File: src/rtl/rxb_pkg.sv
package rxb_pkg;
  typedef enum logic [1:0] {
    ST_IDLE  = 2'd0,
    ST_LEAD  = 2'd1,
    ST_SHIFT = 2'd2
  } rxb_state_e;
  localparam logic [1:0] MAX_LEAD = 2'd2;
endpackage

File: src/rtl/rxb_framer.sv
module rxb_framer
  import rxb_pkg::*;
#(
  parameter int WLEN_W = 6
) (
  input  logic              clk,
  input  logic              rst_n,
  input  logic              bit_tick,
  input  logic              int_fs,
  input  logic              fs_in,
  input  logic [1:0]        lead_sel,
  input  logic [WLEN_W-1:0] word_len,
  input  logic              drain_wait,
  output logic              fs_out,
  output logic              cap,
  output logic              cap_first,
  output logic              word_done
);
  rxb_state_e        state_q, state_d;
  logic [WLEN_W-1:0] cnt_q, cnt_d;
  logic [1:0]        lead_q, lead_d;
  logic              fs_prev_q, fs_prev_d;
  logic              fs_out_q, fs_out_d;
  logic              ext_edge, gen_go, fs_edge;
  logic [1:0]        lead_eff;

  assign ext_edge = fs_in & ~fs_prev_q;
  assign gen_go   = int_fs & (state_q == ST_IDLE) & ~drain_wait & ~fs_out_q;
  assign fs_edge  = int_fs ? gen_go : ext_edge;
  assign lead_eff = (lead_sel > MAX_LEAD) ? MAX_LEAD : lead_sel;

  always_comb begin
    state_d   = state_q;
    cnt_d     = cnt_q;
    lead_d    = lead_q;
    fs_prev_d = fs_prev_q;
    fs_out_d  = fs_out_q;
    cap       = 1'b0;
    cap_first = 1'b0;
    word_done = 1'b0;
    if (bit_tick) begin
      fs_prev_d = fs_in;
      fs_out_d  = gen_go;
      unique case (state_q)
        ST_IDLE: begin
          if (fs_edge) begin
            if (lead_eff == 2'd0) begin
              cap       = 1'b1;
              cap_first = 1'b1;
              cnt_d     = WLEN_W'(1);
              state_d   = ST_SHIFT;
            end else begin
              lead_d  = lead_eff;
              state_d = ST_LEAD;
            end
          end
        end
        ST_LEAD: begin
          if (lead_q == 2'd1) begin
            cap       = 1'b1;
            cap_first = 1'b1;
            cnt_d     = WLEN_W'(1);
            state_d   = ST_SHIFT;
          end else begin
            lead_d = lead_q - 2'd1;
          end
        end
        ST_SHIFT: begin
          cap = 1'b1;
          if (cnt_q == word_len - WLEN_W'(1)) begin
            word_done = 1'b1;
            state_d   = ST_IDLE;
          end else begin
            cnt_d = cnt_q + WLEN_W'(1);
          end
        end
        default: state_d = ST_IDLE;
      endcase
    end
  end

  always_ff @(posedge clk or negedge rst_n) begin
    if (!rst_n) begin
      state_q   <= ST_IDLE;
      cnt_q     <= '0;
      lead_q    <= '0;
      fs_prev_q <= 1'b0;
      fs_out_q  <= 1'b0;
    end else begin
      state_q   <= state_d;
      cnt_q     <= cnt_d;
      lead_q    <= lead_d;
      fs_prev_q <= fs_prev_d;
      fs_out_q  <= fs_out_d;
    end
  end

  assign fs_out = fs_out_q;

  // generated frame sync is one tick period wide
  assert_fs_width_R6: assert property (@(posedge clk) disable iff (!rst_n)
    (bit_tick && fs_out_q) |=> !fs_out_q);

  // generated frame sync only when idle and all enabled buffers drained
  assert_fs_gate_R6: assert property (@(posedge clk) disable iff (!rst_n)
    $rose(fs_out_q) |-> $past(int_fs && !drain_wait && state_q == ST_IDLE));

  // a word finishes with the receiver going back to idle
  assert_done_idle_R5: assert property (@(posedge clk) disable iff (!rst_n)
    word_done |=> (state_q == ST_IDLE));
endmodule

File: src/rtl/rxb_lane.sv
module rxb_lane #(
  parameter int WORD_W = 32
) (
  input  logic              clk,
  input  logic              rst_n,
  input  logic              en,
  input  logic              sd,
  input  logic              cap,
  input  logic              cap_first,
  input  logic              word_done,
  input  logic              rd_hit,
  output logic              full,
  output logic              overrun,
  output logic [WORD_W-1:0] data
);
  logic [WORD_W-1:0] sh_q, sh_d, sh_nx;
  logic [WORD_W-1:0] buf_q, buf_d;
  logic              full_q, full_d;
  logic              ovr_q, ovr_d;
  logic              commit;

  assign sh_nx  = cap_first ? {{(WORD_W-1){1'b0}}, sd} : {sh_q[WORD_W-2:0], sd};
  assign commit = word_done & en;

  always_comb begin
    sh_d   = sh_q;
    buf_d  = buf_q;
    full_d = full_q & ~rd_hit;
    ovr_d  = ovr_q;
    if (cap) sh_d = sh_nx;
    if (commit) begin
      buf_d  = sh_nx;
      full_d = 1'b1;
      ovr_d  = ovr_q | (full_q & ~rd_hit);
    end
  end

  always_ff @(posedge clk or negedge rst_n) begin
    if (!rst_n) begin
      sh_q   <= '0;
      buf_q  <= '0;
      full_q <= 1'b0;
      ovr_q  <= 1'b0;
    end else begin
      sh_q   <= sh_d;
      buf_q  <= buf_d;
      full_q <= full_d;
      ovr_q  <= ovr_d;
    end
  end

  assign full    = full_q;
  assign overrun = ovr_q;
  assign data    = buf_q;

  // an unread buffer that is overwritten flags overrun
  assert_overrun_set_R8: assert property (@(posedge clk) disable iff (!rst_n)
    (commit && full_q && !rd_hit) |=> ovr_q);

  // a read without a new word empties the buffer
  assert_read_clear_R7: assert property (@(posedge clk) disable iff (!rst_n)
    (rd_hit && !commit) |=> !full_q);

  // full rises only from a completed word
  assert_full_src_R7: assert property (@(posedge clk) disable iff (!rst_n)
    $rose(full_q) |-> $past(word_done && en));

  // a disabled lane keeps its buffer
  assert_disabled_hold_R9: assert property (@(posedge clk) disable iff (!rst_n)
    !en |=> $stable(buf_q));
endmodule

File: src/rtl/rxb_burst_rx.sv
module rxb_burst_rx #(
  parameter int LANES  = 2,
  parameter int WORD_W = 32,
  parameter int WLEN_W = $clog2(WORD_W) + 1,
  parameter int LANE_W = (LANES > 1) ? $clog2(LANES) : 1
) (
  input  logic              clk,
  input  logic              rst_n,
  input  logic              bit_tick,
  input  logic              fs_int_en,
  input  logic              fs_in,
  output logic              fs_out,
  input  logic [1:0]        fs_delay,
  input  logic [WLEN_W-1:0] word_len,
  input  logic [LANES-1:0]  lane_en,
  input  logic [LANES-1:0]  sdata,
  input  logic              rd_en,
  input  logic [LANE_W-1:0] rd_lane,
  output logic [WORD_W-1:0] rd_data,
  output logic [LANES-1:0]  full,
  output logic [LANES-1:0]  overrun
);
  logic              rst_m_q, rst_s_q;
  logic              cap, cap_first, word_done;
  logic [WORD_W-1:0] lane_data [LANES];

  always_ff @(posedge clk or negedge rst_n) begin
    if (!rst_n) begin
      rst_m_q <= 1'b0;
      rst_s_q <= 1'b0;
    end else begin
      rst_m_q <= 1'b1;
      rst_s_q <= rst_m_q;
    end
  end

  rxb_framer #(.WLEN_W(WLEN_W)) u_framer (
    .clk        (clk),
    .rst_n      (rst_s_q),
    .bit_tick   (bit_tick),
    .int_fs     (fs_int_en),
    .fs_in      (fs_in),
    .lead_sel   (fs_delay),
    .word_len   (word_len),
    .drain_wait (|(full & lane_en)),
    .fs_out     (fs_out),
    .cap        (cap),
    .cap_first  (cap_first),
    .word_done  (word_done)
  );

  for (genvar i = 0; i < LANES; i++) begin : g_lane
    rxb_lane #(.WORD_W(WORD_W)) u_lane (
      .clk       (clk),
      .rst_n     (rst_s_q),
      .en        (lane_en[i]),
      .sd        (sdata[i]),
      .cap       (cap),
      .cap_first (cap_first),
      .word_done (word_done),
      .rd_hit    (rd_en && (rd_lane == LANE_W'(i))),
      .full      (full[i]),
      .overrun   (overrun[i]),
      .data      (lane_data[i])
    );
  end

  always_comb begin
    rd_data = '0;
    for (int i = 0; i < LANES; i++) begin
      if (rd_lane == LANE_W'(i)) rd_data = lane_data[i];
    end
  end
endmodule

File: config.mk
export PLATFORM = sky130hd
export DESIGN_NAME = rxb_burst_rx
export DESIGN_NICKNAME = d
export VERILOG_FILES = /design/src/rtl/rxb_pkg.sv /design/src/rtl/rxb_framer.sv /design/src/rtl/rxb_lane.sv /design/src/rtl/rxb_burst_rx.sv
export SDC_FILE = /design/constraint.sdc
export NUM_CORES = 1
export LEC_CHECK = 0
export CAP_MARGIN = 10
export CORE_ASPECT_RATIO = 1.2
export CORE_MARGIN = 1.5
export CORE_UTILIZATION = 60
export DETAILED_ROUTE_END_ITERATION = 10
export DONT_BUFFER_PORTS = 1
export PLACE_DENSITY = 0.78
export SYNTH_ARGS = -nofsm -noshare
export SYNTH_HDL_FRONTEND = slang
export SYNTH_SLANG_ARGS = --single-unit
File: constraint.sdc
create_clock -name clk -period 9.2 [get_ports clk]
set_input_delay 0.92 -clock clk [delete_from_list [all_inputs] [get_ports clk]]
set_output_delay 0.92 -clock clk [all_outputs]
set_load 0.005 [all_outputs]
==> metrics <==
MaxCap Viol Count=0; GRT overflow=0; Finished Core Util=65.8%; Worst EP arrival=2.93 ns; worst r2r src=u_framer.state_q[1]; CP cell instances=inv_1 > ha_1 > xnor2_1 > nor2_1 > nand4b_2 > nor3_4 > buf_4 > mux2_1; Core Rows=42; register area=0.00361 mm²; Num CTS Buffers=17; synth top area cells=dfrtp_1, mux2i_1, inv_1; GR Util All Layers=22.4%; Residual DRC=0; DP Worst Slack=6.14 ns; Die H=119 µm; crit path max fanout=34; die width=99.9 µm; CP Launch Type=input pin; peak supply drop=123 µV; Net Count, Synth=666; fin crit share=28.6%; post-synthesis sequential area ratio=53.3%; Placeable Area=0.0110 mm²; setup slack after layout=6.56 ns; vias per cell=5.36; CP Capture Type=register; worst slew pin tran=1.08 ns; DR WL/cell=15.4 µm; Post-synth top flop=dfrtp_1; Cell Int Power=1.46 mW; I/O Pins=56; RSZ-0062 raised after global routing=no; crit-path max cell delay=0.54 ns; Post-synth EDFFs=0; min-delay worst type=in -> async; placed insts=749; Worst-path clk slew=0.05 ns; final hold slack=0.194 ns; Multi-input gate area=0.00242 mm²; latest clock arrival within the worst-skew pair=0.42 ns; Worst Setup SP=word_len[0]; FF-to-FF path depth=6; most frequent cells after synthesis=dfrtp_1, inv_1, mux2i_1; leakage=3.90 nW; critical path type=in -> reg; Seq cells post-synth=144; gpl congestion=0.807; crit path time final=2.64 ns; final antenna-violating net count=0; clk_skew=0.00910 ns; Final Instance Count excl. Fillers=776; H-Tree Depth=4; PwrDens=294 mW/mm²; final wirelength=11,900 µm; post-synth top area share=53.3%; via count=4,162; Post-CTS Resized=0; slowest cell on the critical path=buf_4; Clk pwr share=28.3%; ant diodes=0; drt first pass iters=4; Final Max Slew Viols=0; share of layout cells above drive strength 1=6.52%; critical path required time=9.49 ns; CTS Sinks=144; Comb power frac=24.2%; initial antenna violation count=0; sw frac=31.3%; Yosys cell types=39; synthesized cell area=0.00676 mm²; max frequency=379 MHz; count leader, synth=dfrtp_1; drt initial violations=254; # Post-CTS Setup Buffers=0; CTS Buffer Depth=2; nets@finish=658; Rel. slew slack=27.9%; final setup violation count=0; Filler Cell Count=827; status=completed; P_sw=0.666 mW; CTS root buf=clkbuf_16; TNS Setup=0 ns; first-pass GRT wire length=20,800 µm; Post-DP HPWL=7270 µm; vias in the first global route=4,449; Buffers on Ports=0; yosys warns=0; Starting Density=61.5%; Die Footprint=0.0119 mm²; ys async rst share=100%; final hold vios=0; Hold Buf Count CTS=0; pin count of the biggest net entering global routing=86; Avg Inst Size Synth=10.5 µm²; CTS tree=built; register share of total power=47.6%; Syn Inst Count=644; largest area contributor in the netlist=dfrtp_1; area delta synth->final=6.93%
[cell families after synthesis]
logic type	synth area share, %
and+or+nand+nor	8.94
other	0.0555
adders and majority gates	0.556
xor gates and xnor gates	1.04
AOI/OAI and AO/OA	4.74
muxes	20.3
buffers and inverters	11.1
DFF	53.3
[worst paths after layout]
path,end,slack [ns]
max in group asynchronous,g_lane[1].u_lane.sh_q[4],7.26
hold / removal,rst_s_q,0.19
setup / recovery,g_lane[0].u_lane.data[0],6.56
setup reg to reg,g_lane[1].u_lane.sh_q[0],6.61
min in group clk,rst_s_q,0.35
hold reg to reg,rst_s_q,0.35
[sequential cells by signal, summed over array words and instances (netlist names)]
| name | count |
|---|---|
| g_lane.u_lane.data | 64 |
| g_lane.u_lane.full | 2 |
| g_lane.u_lane.overrun | 2 |
| g_lane.u_lane.sh_q | 62 |
| rst_m_q | 1 |
| rst_s_q | 1 |
| u_framer.cnt_q | 6 |
| u_framer.fs_out | 1 |
| u_framer.fs_prev_q | 1 |
| u_framer.lead_q | 2 |
| u_framer.state_q | 2 |
[worst max-delay path, delay by kind of cell]
kind	cells	cell delay, ns
buffers and inverters	2	0.56
and+or+nand+nor	3	0.63
muxes	1	0.39
adders and majority gates	1	0.29
xor gates and xnor gates	1	0.13
[layout make-up]
class | count | area share (%)
inverters | 131 | 6.81
flip-flops and latches | 144 | 49.9
repair buffers | 5 | 0.520
multi-input cells | 337 | 33.5
clock buffers | 26 | 6.91
clock inverters | 1 | 0.0693
well taps | 132 | 2.29
[per-layer routing]
metal / global-route usage (%) / routed length, µm / part of all wire, % / vias up
met4: 8.80 / 182 / 1.5 / 0
met2: 36.3 / 5900 / 49 / 77
li1: - / - / - / 2018
met1: 27.6 / 5230 / 44 / 2049
met3: 7.57 / 616 / 5.2 / 18
met5: 0 / 0 / 0 / -
[power groups by stage]
stage	Clock, mW	Combinational, mW	Sequential, mW
2_1_floorplan	0	0.427	0.988
3_3_place_gp	0	0.482	1.01
3_5_place_dp	0	0.514	1.02
4_1_cts	0.612	0.524	1.01
5_1_grt	0.643	0.597	1.04
6_report	0.601	0.514	1.01
[stage by stage]
step / power (mW) / area [µm²]
after global placement: 1.49 / 6720
after CTS: 2.15 / 7220
final: 2.13 / 7220
after detailed placement: 1.53 / 6720
after floorplan: 1.42 / 6760
after global routing: 2.28 / 7220
[placed cells by master, fill, tap and decap left out, types with 3 or more instances in the layout]
cell type and count:
xnor2_1 5, mux2i_1 129, inv_1 131, mux2_2 5, nand3_1 5, ha_1 3
clkbuf_8 4, nand2b_1 7, xor2_1 3, o21ai_0 38, clkbuf_1 5, dfrtp_1 143
clkbuf_16 17, nand2_1 103, a21o_1 3, buf_4 5, nor2_1 4
No activity file was read; power rests on OpenSTA's default activity.
